===== src/rtl/intc_agg_pkg.sv =====
// Shared definitions for the pending aggregator.
// Assumes: enable strobes are single-cycle qualifiers sampled on clk.
package intc_agg_pkg;
    typedef enum logic [1:0] {
        EN_HOLD = 2'd0,
        EN_UP   = 2'd1,
        EN_DOWN = 2'd2
    } en_step_t;
endpackage


===== src/rtl/intc_src_slot.sv =====
// One interrupt source: asserted flag and enable counter.
// Assumes: REQ fits in CNT_W bits; RESERVED slots never pend.
module intc_src_slot
    import intc_agg_pkg::*;
#(
    parameter int CNT_W    = 2,
    parameter int REQ      = 1,
    parameter bit RESERVED = 1'b0
) (
    input  logic clk,
    input  logic rst_n,
    input  logic level,
    input  logic inc,
    input  logic dec,
    output logic pending
);
    localparam logic [CNT_W-1:0] REQ_V = CNT_W'(REQ);

    logic             asserted_q;
    logic [CNT_W-1:0] cnt_q;
    en_step_t         step;

    // Decode strobes into one step, dropping moves past the limits.
    always_comb begin
        step = EN_HOLD;
        if (inc && !dec && cnt_q != REQ_V)
            step = EN_UP;
        else if (dec && !inc && cnt_q != '0)
            step = EN_DOWN;
    end

    // Register the level and apply the enable step.
    always_ff @(posedge clk) begin
        if (!rst_n) begin
            asserted_q <= 1'b0;
            cnt_q      <= '0;
        end else begin
            asserted_q <= level;
            case (step)
                EN_UP:   cnt_q <= cnt_q + 1'b1;
                EN_DOWN: cnt_q <= cnt_q - 1'b1;
                default: cnt_q <= cnt_q;
            endcase
        end
    end

    // Pending when asserted and every enable contribution is present.
    always_comb pending = !RESERVED && asserted_q && (cnt_q == REQ_V);

    AST_CNT_LIMIT: assert property (@(posedge clk) disable iff (!rst_n)
        cnt_q <= REQ_V);
    AST_SAT_HOLD: assert property (@(posedge clk) disable iff (!rst_n)
        (cnt_q == REQ_V && inc && !dec) |=> cnt_q == REQ_V);
    AST_FLOOR_HOLD: assert property (@(posedge clk) disable iff (!rst_n)
        (cnt_q == '0 && dec && !inc) |=> cnt_q == '0);
    AST_PEND_NEEDS_LEVEL: assert property (@(posedge clk) disable iff (!rst_n)
        pending |-> $past(level));
endmodule


===== src/rtl/intc_pend_count.sv =====
// Global pending counter built from per-source pending transitions.
// Assumes: pend_in comes from registered state and is stable between edges.
module intc_pend_count #(
    parameter int NUM_SRC = 8,
    parameter int GCNT_W  = $clog2(NUM_SRC + 1)
) (
    input  logic               clk,
    input  logic               rst_n,
    input  logic [NUM_SRC-1:0] pend_in,
    output logic               irq_req
);
    logic [NUM_SRC-1:0] pend_q;
    logic [GCNT_W-1:0]  count_q;
    logic [GCNT_W-1:0]  rises, falls;

    // Count sources that became pending or stopped pending.
    always_comb begin
        rises = '0;
        falls = '0;
        for (int i = 0; i < NUM_SRC; i++) begin
            if (pend_in[i] && !pend_q[i]) rises = rises + 1'b1;
            if (!pend_in[i] && pend_q[i]) falls = falls + 1'b1;
        end
    end

    // Keep the previous pending picture and the running count.
    always_ff @(posedge clk) begin
        if (!rst_n) begin
            pend_q  <= '0;
            count_q <= '0;
        end else begin
            pend_q  <= pend_in;
            count_q <= count_q + rises - falls;
        end
    end

    // Request follows the count being non-zero.
    always_comb irq_req = (count_q != '0);

    AST_COUNT_BOUND: assert property (@(posedge clk) disable iff (!rst_n)
        count_q <= GCNT_W'(NUM_SRC));
    AST_IRQ_TRACKS: assert property (@(posedge clk) disable iff (!rst_n)
        irq_req == ($past(pend_in) != '0));
endmodule


===== src/rtl/intc_vec_pick.sv =====
// Chooses the lowest-indexed pending source and forms its vector.
// Assumes: mask 4'hF blocks all vectors; vector i = BASE + i*STEP.
module intc_vec_pick #(
    parameter int NUM_SRC  = 8,
    parameter int VEC_W    = 12,
    parameter int VEC_BASE = 'h400,
    parameter int VEC_STEP = 'h20
) (
    input  logic               clk,
    input  logic               rst_n,
    input  logic [NUM_SRC-1:0] pend_in,
    input  logic [3:0]         cpu_mask,
    output logic               vec_valid,
    output logic [VEC_W-1:0]   vec_code
);
    localparam int IDX_W = (NUM_SRC > 1) ? $clog2(NUM_SRC) : 1;

    logic [IDX_W-1:0] sel;
    logic             any;

    // Scan from the top so the lowest pending index wins.
    always_comb begin
        sel = '0;
        for (int i = NUM_SRC - 1; i >= 0; i--)
            if (pend_in[i]) sel = IDX_W'(i);
        any = |pend_in;
    end

    // Gate by the mask and map the index to its vector.
    always_comb begin
        vec_valid = any && (cpu_mask != 4'hF);
        vec_code  = vec_valid ? VEC_W'(VEC_BASE + int'(sel) * VEC_STEP) : '0;
    end

    AST_MASK_BLOCK: assert property (@(posedge clk) disable iff (!rst_n)
        (cpu_mask == 4'hF) |-> !vec_valid);
    AST_VALID_PEND: assert property (@(posedge clk) disable iff (!rst_n)
        vec_valid |-> pend_in[sel]);
endmodule


===== src/rtl/intc_pend_agg.sv =====
// Top: per-source slots, global pending counter and vector selection.
// Assumes: EN_REQ packs CNT_W bits per source; source 0 is reserved.
module intc_pend_agg #(
    parameter int                   NUM_SRC  = 8,
    parameter int                   CNT_W    = 2,
    parameter int                   VEC_W    = 12,
    parameter int                   VEC_BASE = 'h400,
    parameter int                   VEC_STEP = 'h20,
    parameter logic [NUM_SRC*CNT_W-1:0] EN_REQ = 16'h4924
) (
    input  logic               clk,
    input  logic               rst_n,
    input  logic [NUM_SRC-1:0] src_level,
    input  logic [NUM_SRC-1:0] en_inc,
    input  logic [NUM_SRC-1:0] en_dec,
    input  logic [3:0]         cpu_mask,
    output logic               irq_req,
    output logic               vec_valid,
    output logic [VEC_W-1:0]   vec_code
);
    logic [NUM_SRC-1:0] pend;

    // One slot per source; slot 0 is built reserved.
    for (genvar g = 0; g < NUM_SRC; g++) begin : g_slot
        intc_src_slot #(
            .CNT_W   (CNT_W),
            .REQ     (int'(EN_REQ[g*CNT_W +: CNT_W])),
            .RESERVED(g == 0)
        ) u_slot (
            .clk    (clk),
            .rst_n  (rst_n),
            .level  (src_level[g]),
            .inc    (en_inc[g]),
            .dec    (en_dec[g]),
            .pending(pend[g])
        );
    end

    intc_pend_count #(.NUM_SRC(NUM_SRC)) u_count (
        .clk    (clk),
        .rst_n  (rst_n),
        .pend_in(pend),
        .irq_req(irq_req)
    );

    intc_vec_pick #(
        .NUM_SRC (NUM_SRC),
        .VEC_W   (VEC_W),
        .VEC_BASE(VEC_BASE),
        .VEC_STEP(VEC_STEP)
    ) u_pick (
        .clk      (clk),
        .rst_n    (rst_n),
        .pend_in  (pend),
        .cpu_mask (cpu_mask),
        .vec_valid(vec_valid),
        .vec_code (vec_code)
    );

    AST_RSV_SILENT: assert property (@(posedge clk) disable iff (!rst_n)
        (src_level == 8'h01 && $past(src_level) == 8'h01 && cpu_mask != 4'hF)
            |-> (!vec_valid || vec_code != VEC_W'(VEC_BASE)));
endmodule


===== config.mk =====
export PLATFORM = sky130hd
export DESIGN_NAME = intc_pend_agg
export DESIGN_NICKNAME = d
export VERILOG_FILES = /design/src/rtl/intc_agg_pkg.sv /design/src/rtl/intc_src_slot.sv /design/src/rtl/intc_pend_count.sv /design/src/rtl/intc_vec_pick.sv /design/src/rtl/intc_pend_agg.sv
export SDC_FILE = /design/constraint.sdc
export NUM_CORES = 1
export LEC_CHECK = 0
export BUFFER_PORTS_ARGS = -buffer_cell sky130_fd_sc_hd__buf_2
export CORE_MARGIN = 2
export CORE_UTILIZATION = 44
export DETAILED_ROUTE_END_ITERATION = 7
export PLACE_DENSITY_LB_ADDON = 0.1
export SLEW_MARGIN = 20
export SYNTH_ARGS = -nofsm -noshare
export SYNTH_HDL_FRONTEND = slang
export SYNTH_SLANG_ARGS = --single-unit

===== constraint.sdc =====
create_clock -name clk -period 7.8 [get_ports clk]
set_input_delay 1.56 -clock clk [delete_from_list [all_inputs] [get_ports clk]]
set_output_delay 1.56 -clock clk [all_outputs]
set_load 0.05 [all_outputs]

==> impl_metrics.yaml, run 1 <==
worst_setup_path:
  worst-endpoint-arrival_ns: 6.06
  worstSetupEndpointType: "register"
  crit_path_max_incr_delay_ns: 0.51
  critPathMostFrequentCell: "xnor2_1"
  crit_path_start_kind: "register"
  crit_path_top_delay_cell: "fa_1"
  critical_path.max_fanout: 6
  crit_type: "register to register"
  cp.required_ns: 7.94
clock_network:
  cts_buffers: 5
  root_buffer: "clkbuf_8"
  h-tree-depth: 2
  clkLatencyLatePin_ns: 0.28
  clkTransAtPathRegs_ns: 0.07
  post_cts_resized: 0
  cts_setup_buffers: 0
  cts.path.max_buffers: 2
  cts_tree: "done"
  clock_sink_count: 32
  holdBufCountCts: 0
drt:
  drtPass1Iterations: 4
  vias: 2409
  detail_route.iter0.violations: 81
  wl_per_cell_um: 12.1
  ant_nets: 0
  drcViolationCount: 0
  avgViaCountPerCell: 5.27
  wl_um: 5530
cells_and_area:
  antenna_cells: 0
  drive_gt1_share_pct: 12.6
  area_growth_pct: 9.20
  final_cell_area_um2: 3060
  final_nets: 432
  instances_no_fill: 457
yosys:
  ys_ff_latch: 32
  synthAdderAreaFrac_pct: 10.6
  postSynthCellCount: 351
  synth_top_family_by_area: "simple AND/OR/NAND/NOR gates"
  synthXorXnorAreaFrac_pct: 12.2
  synth_edf_count: 0
  synth_flop_cell: "dfxtp_1"
  syn_area_um2: 2800
  synthMuxAreaShare_pct: 2.14
  syn_area_per_cell_um2: 7.98
  yosysSeqAreaShare_pct: 22.9
  synth_area_leaders: "dfxtp_1, ha_1, xnor2_1"
  yosys.area_share.simple_pct: 25.2
  synth.most_common_cell: "nor2_1"
  synth_compound_area_share_pct: 18.8
  yosys.area.top_type_share_pct: 22.9
  yosys_warnings: 0
  synth.distinct_cells: 62
  async_reset_ff_share_pct: 0
  synth_commonest_cells: "nor2_1, dfxtp_1, inv_1"
  yosys.area.top_type: "dfxtp_1"
timing:
  setup_violations: 0
  drv_slew: 0
  rsz0062_at_grt: "false"
  finClkSkew_ns: 0.00820
  max_freq_ghz: 0.169
  finalSetupTns_ns: 0
  max_slew_margin_pct: 33.2
  finalCritPeriodShare_pct: 76.0
  min_period_ns: 5.93
  tightestPinTransition_ns: 0.989
  hold_viol: 0
  hold_slack_ns: 0.513
die:
  io_pins: 44
  coreArea_um2: 6240
  start_util_pct: 44.9
  die-height_um: 83.8
  rows: 29
  die_w_um: 83.8
  die_area_um2: 7020
global_route:
  grtUsageTotal_pct: 16.7
  antenna_found_initial: 0
  grt_start_max_net_pins: 22
  grt_first_pass_wirelength_um: 9660
  grt_pass1_vias: 2226
  globalRouteOverflowTotal: 0
job:
  maxCapViolCount: 0
run_status:
  status: "finished, final reports clean"
place:
  dp_hpwl_um: 4370
  dpl_cell_area_um2: 2980
  portBuffers: 32
  place_inst: 450
  gp_congestion: 0.784
power_and_ir_drop:
  worst_ir_drop_vdd_mv: 0.111
  total_power_mw: 0.569
  pwr_density_cell_nw_per_um2: 186
  leakage_nw: 1.30
hold_path:
  hold_path.class: "register to register"
layout by cell type (no fill, tap or decap), drive strengths merged, types with 3 or more instances in the layout:
master,instances
nor2,35
and2,11
a21oi,19
a211oi,8
xnor2,23
nand2,25
ha,19
nor3b,6
conb,8
mux2i,6
xor2,10
nand3b,4
dfxtp,32
nor3,8
o2111ai,3
o21ai,14
nand2b,4
fa,3
nor2b,10
nand4,4
or3b,3
clkbuf,6
buf,33
inv,30
a21boi,6
nand3,10
routing by layer:
layer | vias to the layer above | GRT usage [%] | wire length [um]
li1 | 1262 | - | -
met1 | 1101 | 21.5 | 2770
met2 | 41 | 28.1 | 2490
met3 | 5 | 3.36 | 198
met4 | 0 | 5.13 | 68
met5 | - | 0 | 0
stage by stage:
| stage | utilization (%) | worst slack [ns] |
|---|---|---|
| 6_report | 49.0 | 1.88 |
| 5_1_grt | 49.0 | 1.36 |
| 4_1_cts | 49.0 | 1.84 |
| 3_5_place_dp | 47.8 | 1.87 |
| 3_3_place_gp | 47.8 | 1.91 |
| 2_1_floorplan | - | 2.09 |
worst max-delay path, delay by kind of cell, from the launching register on:
kind	cells	cell delay, ns
AOI/OAI and AO/OA	4	1.11
xor gates and xnor gates	8	1.56
adders and majority gates	6	1.98
buffers and inverters	3	0.20
DFF	1	0.34
and+or+nand+nor	4	0.57
kinds of logic after synthesis:
family,after synthesis
AOI/OAI and AO/OA,75
other,1
buffers and inverters,48
DFF,32
adders and majority gates,22
and+or+nand+nor,132
xor gates and xnor gates,35
muxes,6
state kept, by name (all words and copies together) (netlist names):
| register | cells |
|---|---|
| u_count.count_q | 4 |
| u_count.pend_q | 7 |
| g_slot.u_slot.cnt_q | 14 |
| g_slot.u_slot.asserted_q | 7 |
where the power goes:
part	switching (mW)	internal (mW)	total [mW]
Clock	0.0591	0.0606	0.120
Combinational	0.145	0.110	0.255
Sequential	0.0119	0.182	0.194
Total	0.216	0.353	0.569
area by class of cell:
type / instances / area (um2)
fillers: 630 / 3180
multi-input cells: 278 / 1960
flip-flops and latches: 32 / 641
repair buffers: 33 / 168
inverters: 30 / 113
well taps: 77 / 96.3
clock buffers: 6 / 72.6
clock inverters: 1 / 5.00
worst paths after layout:
check	startpoint	endpoint	slack [ns]	cells after the start
setup reg to reg	g_slot[1].u_slot.cnt_q[1]	u_count.count_q[3]	1.88	25
hold / removal	g_slot[6].u_slot.cnt_q[0]	g_slot[6].u_slot.cnt_q[1]	0.51	2
hold reg to reg	g_slot[6].u_slot.cnt_q[0]	g_slot[6].u_slot.cnt_q[1]	0.51	2
setup / recovery	g_slot[1].u_slot.cnt_q[1]	u_count.count_q[3]	1.88	25
Power figures use the tool's default switching activity.
==> run 2, diff against run 1 <==
clock period = 5.5 ns   (was 7.8 ns; I/O delays follow)
==> run 2 against run 1 <==
Power is 52% higher; via count is 3.2% higher; clock skew is 0.0047 ns lower; final area is 8.1% higher; non-clock buffer count is 17 higher; first-iteration DRC count is 27% lower; worst hold slack better by 0.017 ns; sequential cell count stayed put; largest cell class unchanged; combinational power is 59% higher; sequential share of layout area is 1.6 points lower.
==> impl_metrics.yaml, run 2 (synthesis gave the netlist of run 1 again) <==
die:
  die-height_um: 83.8
  rows: 29
  die_area_um2: 7020
  io_pins: 44
  coreArea_um2: 6240
  start_util_pct: 44.9
  die_w_um: 83.8
clock_network:
  cts.path.max_buffers: 2
  cts_buffers: 5
  root_buffer: "clkbuf_8"
  clkTransAtPathRegs_ns: 0.06
  h-tree-depth: 2
  clkLatencyLatePin_ns: 0.28
  cts_tree: "done"
  clock_sink_count: 32
  holdBufCountCts: 0
hold_path:
  min_from: "g_slot[6].u_slot.cnt_q[0]"
  hold_path.class: "register to register"
  whs_path_depth: 2
worst_setup_path:
  worstSetupEndpointType: "register"
  crit_type: "register to register"
  cp-startpoint: "g_slot[1].u_slot.cnt_q[1]"
  worst-endpoint-arrival_ns: 5.27
  endpoint: "u_count.count_q[3]"
  reg2reg_from: "g_slot[1].u_slot.cnt_q[1]"
  cp.required_ns: 5.64
  reg2reg_setup_slack_ns: 0.37
  r2r-end: "u_count.count_q[3]"
  reg2reg_depth: 27
  critical_path.max_fanout: 6
  crit_path_start_kind: "register"
global_route:
  grt_pass1_vias: 2312
  globalRouteOverflowTotal: 0
  grtUsageTotal_pct: 17.4
  grt_start_max_net_pins: 22
  grt_first_pass_wirelength_um: 10100
  antenna_found_initial: 0
drt:
  ant_nets: 0
  wl_um: 5640
  avgViaCountPerCell: 5.23
  detail_route.iter0.violations: 59
  wl_per_cell_um: 11.9
  drtPass1Iterations: 4
  drcViolationCount: 0
  vias: 2486
cells_and_area:
  multiInputGateArea_um2: 2070
  mostFrequentLayoutCells: "nor2_1, dfxtp_1, buf_2, inv_1, nand2_1"
  seq_area_um2: 641
  nFillCells: 599
  largest-register: "g_slot.u_slot.cnt_q"
  antenna_cells: 0
  largestRegisters: "g_slot.u_slot.cnt_q: 14 flops, g_slot.u_slot.asserted_q: 7 flops, u_count.pend_q: 7 flops"
  final_common_cell: "nor2_1"
  final_cell_area_um2: 3310
  drive_gt1_share_pct: 20.4
  area_growth_pct: 18.0
  final_nets: 449
  largest_reg_flops: 14
power_and_ir_drop:
  leakage_nw: 1.41
  total_power_mw: 0.865
  worst_ir_drop_vdd_mv: 0.181
  pwr_density_cell_nw_per_um2: 262
timing:
  hold_slack_ns: 0.530
  drv_slew: 0
  finalCritPeriodShare_pct: 93.3
  setup_violations: 0
  hold_viol: 0
  tightestPinTransition_ns: 0.916
  max_freq_ghz: 0.195
  finClkSkew_ns: 0.00351
  min_period_ns: 5.13
  worst_slack_ns: 0.370
  max_slew_margin_pct: 38.1
place:
  portBuffers: 32
  dp_hpwl_um: 4570
  gp_congestion: 0.800
  pre_cts_ws_ns: 0.0967
  dpl_cell_area_um2: 3090
job:
  maxCapViolCount: 0
run_status:
  status: "finished, final reports clean"
==> run 2: changes by cell type in the layout (fill, tap and decap cells not counted), sizes merged <==
cell and delta:
clkinv -1, clkbuf +2, buf +17
==> run 2: per-stage QoR <==
step                      TNS (ns)  util (%)  instances
after CTS                        0      51.0        473
after detailed placement         0      49.6        465
after floorplan                  0         -        358
final                            0      53.0        475
after global routing       -0.0239      53.0        475
after global placement           0      49.6        465
==> run 2: worst min path at each step <==
| stage | to |
|---|---|
| finish | g_slot[6].u_slot.cnt_q[1] |
| global route | g_slot[6].u_slot.cnt_q[1] |
| CTS | u_count.pend_q[1] |
| detailed placement | u_count.pend_q[1] |
| global placement | u_count.pend_q[1] |
| floorplan | u_count.pend_q[1] |
==> run 2: report_power, final <==
part           internal [mW]  switching, mW
Combinational          0.185          0.220
Sequential             0.258         0.0180
Clock                  0.102         0.0820
Total                  0.545          0.320
==> run 2: critical path, stage by stage, from the launching register on <==
cell and delay, ns:
dfxtp_1 0.36, inv_2 0.07, ha_4 0.17, a21boi_2 0.14
inv_1 0.08, ha_4 0.24, and4bb_2 0.24, a211oi_4 0.21
buf_4 0.17, inv_1 0.04, ha_1 0.26, nor2_1 0.04
a31oi_1 0.22, xnor2_1 0.14, a221oi_2 0.30, ha_1 0.20
nand3_1 0.12, xnor2_2 0.16, xnor2_1 0.16, fa_1 0.50
inv_1 0.04, ha_1 0.31, a21oi_2 0.14, xnor2_1 0.09
xnor2_1 0.25, xnor2_2 0.17, xnor2_2 0.14, nor2_1 0.05
==> run 2: routing by layer <==
layer / wire, um / up-vias / track usage (%)
met5: 0 / - / 0
met4: 78 / 0 / 5.43
met3: 216 / 7 / 2.67
met2: 2640 / 43 / 29.6
met1: 2700 / 1135 / 22.6
li1: - / 1301 / -
==> run 2: timing repair <==
action,CTS,global route
gates resized for setup,0,18
setup endpoints to repair,0,1
buffers inserted,0,2
==> run 2: area by class of cell <==
class | count | share of cell area (%)
Clock buffer | 8 | 2.73
Inverter | 30 | 3.41
Multi-Input combinational cell | 278 | 62.6
Sequential cell | 32 | 19.4
Tap cell | 77 | 2.91
Timing Repair Buffer | 50 | 8.93
==> run 3, diff against run 2 <==
CORE_MARGIN = 3   (was 2)
RECOVER_POWER = 25   (was unset)
==> run 3 against run 2 <==
Sequential share of layout area grew 0.37 points; setup slack gained 0.0053 ns; combinational power shrank 4%; register-to-register slack is essentially flat; via count shrank 1.3%; routed wire length grew 2.8%; critical path depth shrank 2; sequential cell count is the same; first-iteration DRC count grew 29%.
==> impl_metrics.yaml, run 3 (synthesis gave the netlist of run 1 again) <==
cells_and_area:
  antenna_cells: 0
  largest_reg_flops: 14
  nFillCells: 608
  multiInputGateArea_um2: 2030
  final_common_cell: "nor2_1"
  seq_area_um2: 641
  area_growth_pct: 15.8
  final_util_pct: 53.8
  largest-register: "g_slot.u_slot.cnt_q"
  final_cell_area_um2: 3240
  drive_gt1_share_pct: 19.2
  largestRegisters: "g_slot.u_slot.cnt_q: 14 flops, g_slot.u_slot.asserted_q: 7 flops, u_count.pend_q: 7 flops"
  instances_no_fill: 471
  final_nets: 448
  mostFrequentLayoutCells: "nor2_1, dfxtp_1, inv_1, buf_2, nand2_1"
clock_network:
  root_buffer: "clkbuf_8"
  holdBufCountCts: 0
  cts_tree: "done"
  cts.path.max_buffers: 2
  clkLatencyLatePin_ns: 0.28
  cts_buffers: 5
  clkTransAtPathRegs_ns: 0.06
  clock_sink_count: 32
  h-tree-depth: 2
timing:
  finClkSkew_ns: 0.00509
  setup_violations: 0
  max_slew_margin_pct: 32.5
  drv_slew: 0
  hold_viol: 0
  max_freq_ghz: 0.195
  min_period_ns: 5.12
  finalCritPeriodShare_pct: 93.2
  tightestPinTransition_ns: 1.00
  hold_slack_ns: 0.521
die:
  die-height_um: 85.8
  coreArea_um2: 6030
  die_area_um2: 7360
  start_util_pct: 46.5
  io_pins: 44
  rows: 28
  die_w_um: 85.8
global_route:
  grt_start_max_net_pins: 22
  grtUsageTotal_pct: 16.6
  globalRouteOverflowTotal: 0
  grt_use_met2_pct: 28.2
  antenna_found_initial: 0
  grt_first_pass_wirelength_um: 9980
  top_usage_layer: "met2"
  grt_util_met3_pct: 2.50
  grt_pass1_vias: 2336
  use_met1_pct: 21.9
job:
  maxCapViolCount: 0
drt:
  vias: 2453
  wl_per_cell_um: 12.3
  drtPass1Iterations: 4
  avgViaCountPerCell: 5.21
  drcViolationCount: 0
  wl_um: 5790
  ant_nets: 0
  detail_route.iter0.violations: 76
hold_path:
  hold_path.class: "register to register"
worst_setup_path:
  endpoint: "u_count.count_q[3]"
  r2r-end: "u_count.count_q[3]"
  path_buf_inv: 4
  reg2reg_from: "g_slot[1].u_slot.cnt_q[1]"
  worst-endpoint-arrival_ns: 5.26
  reg2reg_setup_slack_ns: 0.38
  cp-startpoint: "g_slot[1].u_slot.cnt_q[1]"
  reg2reg_depth: 25
  crit_path_start_kind: "register"
  crit_type: "register to register"
  worstSetupEndpointType: "register"
  crit_family: "adder cells"
  cp.required_ns: 5.64
  path_depth: 25
  crit_path_top_delay_cell: "fa_1"
  crit_path_max_incr_delay_ns: 0.47
  critical_path.max_fanout: 6
  critPathMostFrequentCell: "xnor2_1"
place:
  portBuffers: 32
  dpl_cell_area_um2: 3080
  place_inst: 462
  dp_hpwl_um: 4600
  gp_congestion: 0.812
run_status:
  status: "finished, final reports clean"
power_and_ir_drop:
  leakage_nw: 1.37
  pwr_density_cell_nw_per_um2: 255
  worst_ir_drop_vdd_mv: 0.163
==> run 3: changes by cell type in the layout (fill, tap and decap cells not counted), sizes merged <==
cell    change
clkinv      +1
buf         -3
==> run 3: metal layers <==
metal	wire length, um	up-vias
met2	2660	31
li1	-	1299
met1	2890	1117
met4	65	0
met3	171	6
met5	0	-
==> run 3: how the worst min path moves through the flow <==
stage | start | end | cells past startpoint
final | g_slot[6].u_slot.cnt_q[0] | g_slot[6].u_slot.cnt_q[1] | 2
after global routing | g_slot[1].u_slot.asserted_q | u_count.pend_q[1] | 2
after CTS | g_slot[6].u_slot.cnt_q[0] | g_slot[6].u_slot.cnt_q[1] | 2
after detailed placement | g_slot[6].u_slot.cnt_q[0] | g_slot[6].u_slot.cnt_q[1] | 2
after global placement | g_slot[1].u_slot.asserted_q | u_count.pend_q[1] | 2
after floorplan | g_slot[1].u_slot.asserted_q | u_count.pend_q[1] | 2
==> run 3: cell type report <==
cell class	instances	share of cell area, %
Multi-Input combinational cell	278	62.7
Tap cell	75	2.89
Clock inverter	1	0.154
Clock buffer	6	2.24
Timing Repair Buffer	49	8.80
Inverter	30	3.47
Sequential cell	32	19.8
==> run 3: power by group <==
group          leakage, nW  internal [mW]  switching, mW  total (mW)
clock               0.0410         0.0858         0.0794       0.165
sequential           0.263          0.258         0.0171       0.275
combinational         1.07          0.175          0.213       0.388
total                 1.37          0.519          0.309       0.828
==> run 3: per-stage QoR <==
stage	setup TNS [ns]	total power, mW	setup WS (ns)
floorplan	0	0.584	0.0925
global placement	0	0.652	0.161
detailed placement	0	0.661	0.117
CTS	0	0.830	0.0802
global route	-0.00594	0.896	-0.00594
finish	0	0.828	0.376
==> run 3: timing repair <==
item | in CTS | in global routing
resized for setup | 0 | 15
buffers inserted | 0 | 2
endpoints found under the setup margin | 0 | 1
==> run 3: worst reg2reg max path: stages (launching register included) <==
cell and delay [ns]:
dfxtp_1 0.34, inv_1 0.08, ha_2 0.20, a21boi_2 0.15
inv_1 0.09, ha_4 0.24, and4bb_2 0.24, a211oi_4 0.22
buf_4 0.17, inv_1 0.04, ha_1 0.28, nor2_2 0.04
a31oi_2 0.19, xnor2_1 0.11, a221oi_2 0.29, ha_2 0.32
mux2i_1 0.18, fa_1 0.47, ha_1 0.30, a21o_1 0.19
a21oi_2 0.14, xnor2_1 0.10, xnor2_1 0.25, xnor2_2 0.15
xnor2_1 0.14, nor2_1 0.06
